## src/rtl/uxd_pkg.sv

```systemverilog
package uxd_pkg;
  typedef struct packed {
    logic len8;
    logic ext_en;
    logic det_ie;
    logic det_lvl;
    logic rx_inv;
    logic id_en;
  } uxd_mode_t;
endpackage

```

## src/rtl/uxd_cfg_hold.sv

```systemverilog
module uxd_cfg_hold
  import uxd_pkg::*;
#(
  parameter int DATA_W = 8
) (
  input  logic              clk,
  input  logic              rst_n,
  input  logic              blk_en,
  input  uxd_mode_t         mode_in,
  input  logic [DATA_W-1:0] id_in,
  output uxd_mode_t         mode_q,
  output logic [DATA_W-1:0] id_q
);
  always_ff @(posedge clk) begin
    if (!rst_n) begin
      mode_q <= '0;
      id_q   <= '0;
    end else if (!blk_en) begin
      mode_q <= mode_in;
      id_q   <= id_in;
    end
  end

  // shadow frozen across consecutive enabled cycles
  assert_cfg_frozen_R6: assert property (@(posedge clk) disable iff (!rst_n)
    (blk_en && $past(blk_en)) |-> ($stable(mode_q) && $stable(id_q)));
endmodule

```

## src/rtl/uxd_qualify.sv

```systemverilog
module uxd_qualify
  import uxd_pkg::*;
#(
  parameter int DATA_W = 8
) (
  input  uxd_mode_t         mode,
  input  logic [DATA_W-1:0] id,
  input  logic [DATA_W:0]   frame,
  output logic              hit,
  output logic [DATA_W-1:0] data
);
  localparam int FW = DATA_W + 1;

  logic [FW-1:0]     seen;
  logic              xbit_ok;
  logic              id_ok;
  logic              len_ok;
  logic [DATA_W-1:0] len_mask;

  always_comb begin
    seen    = mode.rx_inv ? ~frame : frame;
    xbit_ok = (seen[DATA_W] == mode.det_lvl);
    id_ok   = !mode.id_en || (seen[DATA_W-1:0] == id);
    len_ok  = mode.len8 && mode.ext_en;
    hit     = len_ok && mode.det_ie && xbit_ok && id_ok;
  end

  generate
    if (DATA_W > 1) begin : g_mask
      assign len_mask = mode.len8 ? {DATA_W{1'b1}} : {1'b0, {(DATA_W-1){1'b1}}};
    end else begin : g_nomask
      assign len_mask = '1;
    end
  endgenerate

  assign data = seen[DATA_W-1:0] & len_mask;
endmodule

```

## src/rtl/uxd_flag.sv

```systemverilog
module uxd_flag (
  input  logic clk,
  input  logic rst_n,
  input  logic blk_en,
  input  logic accept,
  input  logic hit,
  input  logic clr,
  output logic flag,
  output logic irq
);
  logic set_now;
  assign set_now = blk_en && accept && hit;

  always_ff @(posedge clk) begin
    if (!rst_n) begin
      flag <= 1'b0;
      irq  <= 1'b0;
    end else begin
      irq <= set_now;
      if (!blk_en)      flag <= 1'b0;
      else if (set_now) flag <= 1'b1;
      else if (clr)     flag <= 1'b0;
    end
  end

  // a collision of set and clear leaves the flag set
  assert_set_wins_R7: assert property (@(posedge clk) disable iff (!rst_n)
    (set_now && clr) |=> flag);
  // the interrupt is always accompanied by the flag
  assert_irq_has_flag_R8: assert property (@(posedge clk) disable iff (!rst_n)
    irq |-> flag);
  // disable empties the flag
  assert_disable_clears_R9: assert property (@(posedge clk) disable iff (!rst_n)
    !blk_en |=> !flag);
endmodule

```

## src/rtl/uxd_out_stage.sv

```systemverilog
module uxd_out_stage #(
  parameter int DATA_W = 8
) (
  input  logic              clk,
  input  logic              rst_n,
  input  logic              blk_en,
  input  logic              load,
  input  logic [DATA_W-1:0] load_data,
  input  logic              out_ready,
  output logic              out_valid,
  output logic [DATA_W-1:0] out_data
);
  always_ff @(posedge clk) begin
    if (!rst_n || !blk_en) begin
      out_valid <= 1'b0;
      out_data  <= '0;
    end else if (load) begin
      out_valid <= 1'b1;
      out_data  <= load_data;
    end else if (out_ready) begin
      out_valid <= 1'b0;
    end
  end

  // a stalled output holds its value
  assert_stall_hold_R10: assert property (@(posedge clk) disable iff (!rst_n)
    (out_valid && !out_ready && blk_en) |=> (out_valid && $stable(out_data)));
endmodule

```

## src/rtl/uart_xbit_detect.sv

```systemverilog
module uart_xbit_detect
  import uxd_pkg::*;
#(
  parameter int DATA_W = 8
) (
  input  logic              clk,
  input  logic              rst_n,
  input  logic              blk_en,
  input  logic              cfg_len8,
  input  logic              cfg_ext_en,
  input  logic              cfg_det_ie,
  input  logic              cfg_det_lvl,
  input  logic              cfg_rx_inv,
  input  logic              cfg_id_en,
  input  logic [DATA_W-1:0] cfg_id,
  input  logic              in_valid,
  output logic              in_ready,
  input  logic [DATA_W:0]   in_frame,
  output logic              out_valid,
  input  logic              out_ready,
  output logic [DATA_W-1:0] out_data,
  input  logic              det_clr,
  output logic              det_flag,
  output logic              det_irq
);
  uxd_mode_t         mode_in, mode_q;
  logic [DATA_W-1:0] id_q;
  logic              hit;
  logic [DATA_W-1:0] q_data;
  logic              accept;

  assign mode_in = '{len8: cfg_len8, ext_en: cfg_ext_en, det_ie: cfg_det_ie,
                     det_lvl: cfg_det_lvl, rx_inv: cfg_rx_inv, id_en: cfg_id_en};

  assign in_ready = blk_en && (!out_valid || out_ready);
  assign accept   = in_valid && in_ready;

  uxd_cfg_hold #(.DATA_W(DATA_W)) u_cfg (
    .clk(clk), .rst_n(rst_n), .blk_en(blk_en),
    .mode_in(mode_in), .id_in(cfg_id), .mode_q(mode_q), .id_q(id_q)
  );

  uxd_qualify #(.DATA_W(DATA_W)) u_qual (
    .mode(mode_q), .id(id_q), .frame(in_frame), .hit(hit), .data(q_data)
  );

  uxd_flag u_flag (
    .clk(clk), .rst_n(rst_n), .blk_en(blk_en), .accept(accept),
    .hit(hit), .clr(det_clr), .flag(det_flag), .irq(det_irq)
  );

  uxd_out_stage #(.DATA_W(DATA_W)) u_out (
    .clk(clk), .rst_n(rst_n), .blk_en(blk_en), .load(accept),
    .load_data(q_data), .out_ready(out_ready),
    .out_valid(out_valid), .out_data(out_data)
  );

  // without 8-bit length and extension mode no interrupt follows a frame
  assert_gate_len_R1: assert property (@(posedge clk) disable iff (!rst_n)
    (accept && !(mode_q.len8 && mode_q.ext_en)) |=> !det_irq);
  // detection disabled means no interrupt
  assert_gate_ie_R2: assert property (@(posedge clk) disable iff (!rst_n)
    (accept && !mode_q.det_ie) |=> !det_irq);
  // nothing is taken while disabled
  assert_no_take_off_R9: assert property (@(posedge clk) disable iff (!rst_n)
    !blk_en |-> !in_ready);
  // 7-bit mode masks the top data bit
  assert_mask7_R11: assert property (@(posedge clk) disable iff (!rst_n)
    (accept && !mode_q.len8 && blk_en) |=> !out_data[DATA_W-1]);
endmodule

```

## config.mk

```make
export PLATFORM = sky130hd
export DESIGN_NAME = uart_xbit_detect
export DESIGN_NICKNAME = d
export VERILOG_FILES = /design/src/rtl/uxd_pkg.sv /design/src/rtl/uxd_cfg_hold.sv /design/src/rtl/uxd_qualify.sv /design/src/rtl/uxd_flag.sv /design/src/rtl/uxd_out_stage.sv /design/src/rtl/uart_xbit_detect.sv
export SDC_FILE = /design/constraint.sdc
export NUM_CORES = 1
export LEC_CHECK = 0
export ABC_AREA = 0
export BUFFER_PORTS_ARGS = -buffer_cell sky130_fd_sc_hd__buf_2
export CAP_MARGIN = 20
export CORE_ASPECT_RATIO = 0.9
export CORE_MARGIN = 2
export CORE_UTILIZATION = 51
export DETAILED_ROUTE_END_ITERATION = 8
export PLACE_DENSITY = 0.81
export SYNTH_ARGS = -nofsm -noshare
export SYNTH_HDL_FRONTEND = slang
export SYNTH_SLANG_ARGS = --single-unit
```

## constraint.sdc

```tcl
create_clock -name clk -period 4.3 [get_ports clk]
set_input_delay 0 -clock clk [delete_from_list [all_inputs] [get_ports clk]]
set_output_delay 0 -clock clk [all_outputs]
set_load 0.02 [all_outputs]
```

==> results.md <==
* Routed wire per std cell at 12.94 microns
* Final Wtd Congestion at 0.7022
* RSZ-0062 raised after global routing: no
* Fin crit share at 42.53%
* Share of cells above drive strength 1 at 25.88%
* Worst-case clock buffer depth at 2
* Routed vias/inst at 5.010
* Final hold vios at 0
* Final #Nets at 200
* Skew final at 0.002460 ns
* TNS Setup at 0 ns
* Final ANT Viol Nets at 0
* DR iter-0 viols at 15
* Starting density of the core at 55.11%
* Critical path peak fanout at 17
* IO Port Bufs at 40
* Largest area contributor in the netlist: dfxtp_1
* H-tree depth at 1
* Total power at 0.0004396 W
* Worst-Margin Slew at 0.5520 ns
* Critical path class: flip-flop to flip-flop
* Post-Synthesis Cells at 113
* Syn Nets at 142
* Filler cells at 162
* First-pass GRT wire length at 4.140 mm
* Sink Count at 25
* Reg clk slew, reported paths at 0.14 ns
* Maximum vdd ir drop at 0.0002145 V
* Hold slack at 0.01063 ns
* Die span in y at 47.78 microns
* Cts bufs inserted at 3
* DRC Markers at 0
* Die area at 2515 sq um
* Synth cell count leaders: 25 x dfxtp_1, 22 x nor2_1, 14 x mux2i_1, 9 x xnor2_1, 9 x xor2_1
* Crit path launch type: flip-flop
* Post-synth EDFFs at 0
* Vias in the first global route at 996
* Outcome: complete, no violations
* Seq cells post-synth at 25
* Routed WL at 2.523 mm
* Worst EP required at 4.55 ns
* Arr. time, crit path at 2.08 ns
* Max Cap Viol at 0
* Pre-antenna DRT Iters at 4
* Largest net degree at the start of global routing at 18
* PwrDens at 292.1 nW/um^2
* N_diodes at 0
* Post-Layout Cell Count at 195
* DP Area at 1287 sq um
* Initial antenna violation count at 0
* Peak Freq at 546.9 MHz
* Slew HR at 63.15%
* Io pins at 41
* Root buffer cell: clkbuf_4
* # rows at 15
* Static Leakage at 0.7069 nW
* Register area share after synthesis at 46.08%
* Cell with the most instances after synthesis: dfxtp_1
* Tmin final at 1.829 ns
* Dpl cells at 172
* Grt ovf at 0
* Synth unique cells at 20
* CTS tree: yes
* Total GRT Usage at 22.68%
* Syn Area/Cell at 9.611 sq um
* Syn Std Cell Area at 1086 sq um
* Vias post-DR at 977
* Ys Warns at 0
* Final setup vio count at 0
* Crit path capture type: flip-flop
* Fin. max-slew vios at 0
* Post-synth top area share at 46.08%
* Die W at 52.64 microns
* Async SR Flop Fraction at 0%
* Area growth syn-to-layout at 38.59%
* Worst hold path type: primary input to flip-flop
* Clk_lat worst skew at 0.31 ns
* Main flop type after synthesis: dfxtp_1
* Core box area at 1971 sq um
* Largest cells by area after synthesis: dfxtp_1 46%, mux2i_1 13%, nor2_1 7.6%, xnor2_1 7.3%, xor2_1 7.3%
* Final Instance Area at 1505 sq um
==> where the power goes <==
part	leakage [nW]	total, W	internal [W]	switching (W)
registers	0.205	0.000252	0.000242	0.00000933
logic	0.484	0.0000827	0.0000440	0.0000387
clock network	0.0177	0.000105	0.0000347	0.0000706
==> layout make-up <==
cell class | count | area (sq um) | share of cell area (%)
Sequential cell | 25 | 500.5 | 33.25
Inverter | 2 | 7.507 | 0.4988
Clock buffer | 3 | 22.52 | 1.496
Tap cell | 25 | 31.28 | 2.078
Multi-Input combinational cell | 80 | 548.0 | 36.41
Timing Repair Buffer | 59 | 390.4 | 25.94
Clock inverter | 1 | 5.005 | 0.3325
==> logic make-up after synthesis <==
| logic type | Yosys count | share of synthesized area [%] |
|---|---|---|
| AO/OA/AOI/OAI | 12 | 7.374 |
| XOR/XNOR | 18 | 14.52 |
| buffers and inverters | 8 | 3.457 |
| flip-flops | 25 | 46.08 |
| multiplexers | 14 | 12.90 |
| AND/OR/NAND/NOR | 36 | 15.67 |
==> cell usage in the layout, fill, tap and decap left out <==
cell type       n
dfxtp_1        25
and2_1          1
nor4_1          2
a211oi_1        7
buf_2          40
xnor2_1         9
xor2_1          9
nand2b_1        4
nand3_1         1
nand4_1         3
nand2_1         1
and3_1          1
clkbuf_4        3
inv_1           2
mux2i_1        14
o211ai_1        1
clkinv_2        1
nor2_1         22
a21oi_1         4
dlygate4sd3_1  19
or4b_1          1
==> worst max-delay path, stage by stage (launching register included) <==
cell      delay (ns)
dfxtp_1         0.33
nand2b_1        0.10
and3_1          0.50
nand4_1         0.14
or4b_1          0.55
a21oi_1         0.15
==> metrics by stage <==
stage          setup WS (ns)  utilization (%)
6_report               2.471            76.38
5_1_grt                2.341            76.38
4_1_cts                2.468            76.38
3_5_place_dp           2.436            65.33
3_3_place_gp           2.495            65.33
2_1_floorplan          2.741                -
==> flip-flops by register name, summed over array words and instances, names as in the netlist <==
name / flops
u_cfg.id_q: 8
u_out.out_data: 8
u_cfg.mode_q: 6
u_flag.flag: 1
u_flag.irq: 1
u_out.out_valid: 1
==> per-layer routing <==
metal,global-route usage (%),vias to the layer above,routed length [microns]
li1,-,497,-
met5,0,-,0
met4,7.692,0,34
met1,26.65,436,1044
met3,2.813,4,123
met2,43.50,40,1321
==> timing repair <==
action	CTS	global route
setup buffers	0	0
hold endpoints to repair	18	0
hold buffers	19	0
gates resized for setup	0	0
==> final timing paths <==
path | endpoint | cells after the start | from | slack (ns)
min reg2reg | u_out.out_data[7] | 2 | u_out.out_data[7] | 0.50
min | u_out.out_data[1] | 3 | in_frame[1] | 0.01
max reg2reg | u_flag.flag | 5 | u_out.out_valid | 2.47
max | u_flag.flag | 5 | u_out.out_valid | 2.47
Note: power is estimated with default switching activity, not from simulation.
